**src/rtl/chtrig_pkg.sv**
```systemverilog
package chtrig_pkg;
  localparam int ROLE_LSB = 24;
  localparam int TRIG_LSB = 16;
  localparam int CODE_W   = 3;
  localparam int N_GROUPS = 2;

  typedef enum logic [CODE_W-1:0] {
    ROLE_NONE = 3'd0,
    ROLE_SRC0 = 3'd1,
    ROLE_SRC1 = 3'd2,
    ROLE_DST0 = 3'd3,
    ROLE_DST1 = 3'd4
  } role_e;

  typedef enum logic [CODE_W-1:0] {
    TRIG_NONE = 3'd0,
    TRIG_FRAG = 3'd1,
    TRIG_BLK  = 3'd2,
    TRIG_XFER = 3'd3,
    TRIG_LIST = 3'd4
  } trig_e;

  // Reserved codes collapse to "none"
  function automatic role_e clean_role(input logic [CODE_W-1:0] c);
    return (c > 3'd4) ? ROLE_NONE : role_e'(c);
  endfunction

  function automatic trig_e clean_trig(input logic [CODE_W-1:0] c);
    return (c > 3'd4) ? TRIG_NONE : trig_e'(c);
  endfunction
endpackage

```
**src/rtl/chtrig_cfg_bank.sv**
```systemverilog
module chtrig_cfg_bank
  import chtrig_pkg::*;
#(
  parameter int N_CH = 8,
  parameter int CH_W = $clog2(N_CH)
) (
  input  logic                     clk,
  input  logic                     rst_n,
  input  logic                     wr_en,
  input  logic [CH_W-1:0]          wr_ch,
  input  logic [31:0]              wr_data,
  output logic [N_CH*CODE_W-1:0]   role_o,
  output logic [N_CH*CODE_W-1:0]   trig_o
);
  role_e role_q [N_CH];
  trig_e trig_q [N_CH];

  // Request-mode, interrupt-type and spare bits are dropped
  logic unused_fields;
  assign unused_fields = ^{wr_data[31:ROLE_LSB+CODE_W],
                           wr_data[ROLE_LSB-1:TRIG_LSB+CODE_W],
                           wr_data[TRIG_LSB-1:0]};

  for (genvar i = 0; i < N_CH; i++) begin : g_ch
    always_ff @(posedge clk or negedge rst_n) begin
      if (!rst_n) begin
        role_q[i] <= ROLE_NONE;
        trig_q[i] <= TRIG_NONE;
      end else if (wr_en && (wr_ch == CH_W'(i))) begin
        role_q[i] <= clean_role(wr_data[ROLE_LSB +: CODE_W]);
        trig_q[i] <= clean_trig(wr_data[TRIG_LSB +: CODE_W]);
      end
    end
    assign role_o[i*CODE_W +: CODE_W] = role_q[i];
    assign trig_o[i*CODE_W +: CODE_W] = trig_q[i];
  end
endmodule

```
**src/rtl/chtrig_group_link.sv**
```systemverilog
module chtrig_group_link
  import chtrig_pkg::*;
#(
  parameter int N_CH = 8,
  parameter int GRP  = 0
) (
  input  logic [N_CH*CODE_W-1:0] role_i,
  input  logic [N_CH*CODE_W-1:0] trig_i,
  input  logic [N_CH-1:0]        frag_i,
  input  logic [N_CH-1:0]        blk_i,
  input  logic [N_CH-1:0]        xfer_i,
  input  logic [N_CH-1:0]        list_i,
  output logic [N_CH-1:0]        fire_o
);
  localparam logic [CODE_W-1:0] SRC_CODE = CODE_W'(1 + GRP);
  localparam logic [CODE_W-1:0] DST_CODE = CODE_W'(3 + GRP);

  logic            src_found;
  logic            src_evt;
  logic            dst_found;
  logic [N_CH-1:0] dst_sel;

  // Descending scan: the lowest-numbered match is written last
  always_comb begin
    src_found = 1'b0;
    src_evt   = 1'b0;
    dst_found = 1'b0;
    dst_sel   = '0;
    for (int i = N_CH - 1; i >= 0; i--) begin
      logic [CODE_W-1:0] r;
      logic [CODE_W-1:0] t;
      r = role_i[i*CODE_W +: CODE_W];
      t = trig_i[i*CODE_W +: CODE_W];
      if (r == SRC_CODE && t != TRIG_NONE) begin
        src_found = 1'b1;
        unique case (trig_e'(t))
          TRIG_FRAG: src_evt = frag_i[i];
          TRIG_BLK:  src_evt = blk_i[i];
          TRIG_XFER: src_evt = xfer_i[i];
          TRIG_LIST: src_evt = list_i[i];
          default:   src_evt = 1'b0;
        endcase
      end
      if (r == DST_CODE && t != TRIG_NONE) begin
        dst_found  = 1'b1;
        dst_sel    = '0;
        dst_sel[i] = 1'b1;
      end
    end
    fire_o = (src_found && dst_found && src_evt) ? dst_sel : '0;
  end
endmodule

```
**src/rtl/chtrig_router.sv**
```systemverilog
module chtrig_router
  import chtrig_pkg::*;
#(
  parameter int N_CH = 8,
  parameter int CH_W = $clog2(N_CH)
) (
  input  logic            clk,
  input  logic            rst_n,
  input  logic            cfg_wr_en,
  input  logic [CH_W-1:0] cfg_wr_ch,
  input  logic [31:0]     cfg_wr_data,
  input  logic [N_CH-1:0] frag_done_i,
  input  logic [N_CH-1:0] blk_done_i,
  input  logic [N_CH-1:0] xfer_done_i,
  input  logic [N_CH-1:0] list_done_i,
  output logic [N_CH-1:0] start_o
);
  logic [N_CH*CODE_W-1:0] role_w;
  logic [N_CH*CODE_W-1:0] trig_w;
  logic [N_CH-1:0]        fire_w [N_GROUPS];
  logic [N_CH-1:0]        fire_any;

  chtrig_cfg_bank #(.N_CH(N_CH), .CH_W(CH_W)) u_cfg (
    .clk     (clk),
    .rst_n   (rst_n),
    .wr_en   (cfg_wr_en),
    .wr_ch   (cfg_wr_ch),
    .wr_data (cfg_wr_data),
    .role_o  (role_w),
    .trig_o  (trig_w)
  );

  for (genvar g = 0; g < N_GROUPS; g++) begin : g_grp
    chtrig_group_link #(.N_CH(N_CH), .GRP(g)) u_link (
      .role_i (role_w),
      .trig_i (trig_w),
      .frag_i (frag_done_i),
      .blk_i  (blk_done_i),
      .xfer_i (xfer_done_i),
      .list_i (list_done_i),
      .fire_o (fire_w[g])
    );
  end

  always_comb begin
    fire_any = '0;
    for (int g = 0; g < N_GROUPS; g++) fire_any = fire_any | fire_w[g];
  end

  always_ff @(posedge clk or negedge rst_n) begin
    if (!rst_n) start_o <= '0;
    else        start_o <= fire_any;
  end
endmodule

```
**config.mk**
```make
export PLATFORM = sky130hd
export DESIGN_NAME = chtrig_router
export DESIGN_NICKNAME = d
export VERILOG_FILES = /design/src/rtl/chtrig_pkg.sv /design/src/rtl/chtrig_cfg_bank.sv /design/src/rtl/chtrig_group_link.sv /design/src/rtl/chtrig_router.sv
export SDC_FILE = /design/constraint.sdc
export NUM_CORES = 1
export LEC_CHECK = 0
export BUFFER_PORTS_ARGS = -buffer_cell sky130_fd_sc_hd__buf_2
export CORE_MARGIN = 1
export CORE_UTILIZATION = 48
export CTS_BUF_LIST = sky130_fd_sc_hd__clkbuf_16
export DETAILED_ROUTE_END_ITERATION = 6
export PLACE_DENSITY_LB_ADDON = 0.25
export SETUP_SLACK_MARGIN = 0.5
export SYNTH_ARGS = -nofsm -noshare
export SYNTH_HDL_FRONTEND = slang
export SYNTH_SLANG_ARGS = --single-unit
```
**constraint.sdc**
```tcl
create_clock -name clk -period 2.4 [get_ports clk]
set_clock_uncertainty 0.2 [all_clocks]
set_input_delay 0.48 -clock clk [delete_from_list [all_inputs] [get_ports clk]]
set_output_delay 0.48 -clock clk [all_outputs]
set_load 0.05 [all_outputs]
```
==> results.cfg <==
[outcome]
status = complete, but fails checks
violations = negative setup slack

[floorplanning]
die_h_um = 81.9
ios = 78
core-area_um2 = 6030
die_width_um = 81.9
floorplan.initialDensity = 0.508
placementRows = 28
design.die.area_um2 = 6700

[yosys]
synth_top_cell_by_area = dfrtp_1
synth_edf_count = 0
syn_nets = 410
synth-main-ff-cell = dfrtp_1
synth_seq_cells = 56
synth_area_um2 = 3060
synthArstFlopShare = 1.00
ys_types = 49
yosys-top-cells-area = dfrtp_1 (46%), o21ai_0 (8.7%), nand2_1 (7.7%)
syn_inst = 340
seq_area_frac_synth = 0.458
yosysTopAreaCellShare = 0.458
post_synth.cell_area_avg_um2 = 9.01
yosysWarnings = 0

[setup_path]
cp-end-kind = register
worstPathArrival_ps = 2480
slowest_stage = dfrtp_2
path_delay_family = compound AO/OA/AOI/OAI gates
critPathMaxFanout = 7
setup.worst_path.start = u_cfg.trig_o[21]
r2r-start = u_cfg.trig_o[21]
crit_chain = buf_6 > nor4bb_4 > a211oi_2 > buf_4 > nor3b_2 > o32ai_1 > buf_4 > a2111oi_4 > a211oi_4 > buf_6 > o22ai_1
critPathMaxStageDelay_ps = 440
crit_buf_inv = 4
path_class = register to register
cp.required_ps = 2410
start_kind = register

[placement]
place_congestion = 0.868
io_buffers = 51
hpwl_um = 5780

[detailed_routing]
drt_iter0_drc = 147
drt-pass1-iter-count = 4
via_per_inst = 5.64
wl_met3_um = 321
vias = 2938
wl_met1_um = 3600
antenna_left = 0
wl_per_cell_um = 15.1
wl_met2_um = 3820
dr.max_layer_used = met4
drc_errors = 0
wl_um = 7860

[worst_hold_path]
min_from = u_cfg.trig_o[2]
hp-class = register to register

[timing]
report.final.slew_viol_count = 0
fin_crit_sh = 1.03
finalHoldViolations = 0
whs_ps = 339
slew_headroom = 0.574
finalSetupViolations = 8
period_minus_slack_ps = 2470
rsz0062_at_grt = yes
timing.final.ws_setup_ps = -66.9
fmax_mhz = 405
worst_pin_slew_ps = 630

[cts]
cts-root-buf = clkbuf_16
clock_path_buffers = 2
clock_tree.htree_level_count = 2
cts.clk_slew.worst_paths_ps = 80
cts_made_buffers = 5
cts_tree = built
worstSkewPairLatency_ps = 300
cts_sinks = 56

[cells_and_area]
num-fill-cells = 477
antenna_cells = 0
nNetsFinal = 515
drive_gt1_frac = 0.352
area_growth_pct = 35.0
finish.utilization = 0.686

[global_route]
grtUsageTotal = 0.264
grt_pass1_vias = 2785
antenna_found_initial = 0
overflow = 0
grt_pass1_wl_um = 13300
grt_max_degree = 23

[power_and_ir_drop]
switching_power_uw = 896
max-vdd-ir-drop_mv = 0.408
comb_power_share = 0.317
swShare = 0.320
clkPwrFrac = 0.266
pwr_density_cell_nw_per_um2 = 677
power.leakage_uw = 0.00182
finalPower_uw = 2800
p_int_uw = 1900
p_seq_frac = 0.417

[flow_run]
max_cap_viol_count = 0
-- worst paths after layout --
kind | end | slack (ps) | cells after the start
setup / recovery | start_o[2] | -70 | 11
hold / removal | u_cfg.trig_o[2] | 340 | 2
setup reg to reg | start_o[2] | -70 | 11
hold reg to reg | u_cfg.trig_o[2] | 340 | 2
max in group asynchronous | u_cfg.trig_o[8] | 880 | 3
min in group asynchronous | u_cfg.trig_o[10] | 480 | 2
-- cell usage after synthesis, drive strengths merged (2+ instances only) --
library cell and instances:
nor3 12, dfrtp 56, mux2 3, or4b 2, nand2 63, a211oi 3
nand3 14, mux2i 3, inv 6, nor2b 13, nand2b 7, nor4b 18
clkbuf 8, nor2 20, nor4bb 4, or4 3, nor4 2, o21ai 57
and3 3, o22ai 3, a31oi 3, a21o 2, o32ai 2, nor3b 4
a21oi 5, and4bb 2, a311o 2, nand4 6
-- power by group through the flow --
stage | sequential, uW | combinational, uW | clock, uW
floorplan | 1180 | 409 | 0
global placement | 1160 | 750 | 0
detailed placement | 1170 | 774 | 0
CTS | 1160 | 865 | 754
global route | 1190 | 975 | 793
finish | 1170 | 887 | 745
-- flip-flops by register name, indices dropped and copies added (netlist names) --
register      flops
u_cfg.role_o     24
u_cfg.trig_o     24
start_o           8
-- what timing repair did --
item / CTS / global route
resized for setup: 22 / 8
hold buffers: 1 / 0
endpoints found under the setup margin: 8 / 8
buffers inserted: 3 / 0
hold endpoints to repair: 20 / 0
pin swaps: 13 / 2
-- cell type report --
cell class	instances	area, um^2	share of cell area
Multi-Input combinational cell	270	1790	0.432
Sequential cell	56	1410	0.340
Timing Repair Buffer	106	678	0.164
Clock buffer	5	125	0.0302
Tap cell	75	93.8	0.0227
Clock inverter	3	26.3	0.00635
Inverter	6	22.5	0.00544
-- layer usage --
| layer | GRT usage | up-vias |
|---|---|---|
| met2 | 0.450 | 62 |
| met5 | 0 | - |
| met1 | 0.350 | 1401 |
| met3 | 0.0411 | 11 |
| met4 | 0.0684 | 0 |
| li1 | - | 1464 |
-- kinds of logic after synthesis --
family          count (synthesis)  share of synthesized area
compound gates                 85                      0.171
buf+inv                        14                     0.0172
flops                          56                      0.458
mux                             6                     0.0208
simple gates                  179                      0.334
-- cells in the final DEF (no fill, tap or decap), types with 6 or more instances in the layout --
cell type / instances
nand2_1: 63
nor4b_1: 13
nand2b_1: 7
buf_4: 52
dfrtp_1: 53
nor2_1: 20
buf_2: 51
nor2b_1: 13
inv_1: 6
nand3_1: 14
o21ai_0: 53
nand4_1: 6
-- metrics by stage --
step                area (um^2)  worst slack (ps)  setup TNS, ps  instances
finish                     4140             -66.9           -298        521
detailed placement         3780              -229          -1410        509
global placement           3780              -197          -1160        509
floorplan                  3080              51.5              0        340
CTS                        4100             -30.8           -111        521
global route               4140              -196          -1260        521
-- tightest hold or removal path: cells and delay by family (launching register included) --
kind             cells  cell delay [ps]
flip-flops           1              390
AO/OA/AOI/OAI        1               60
AND/OR/NAND/NOR      1               60
(Power assumes the default switching activity.)
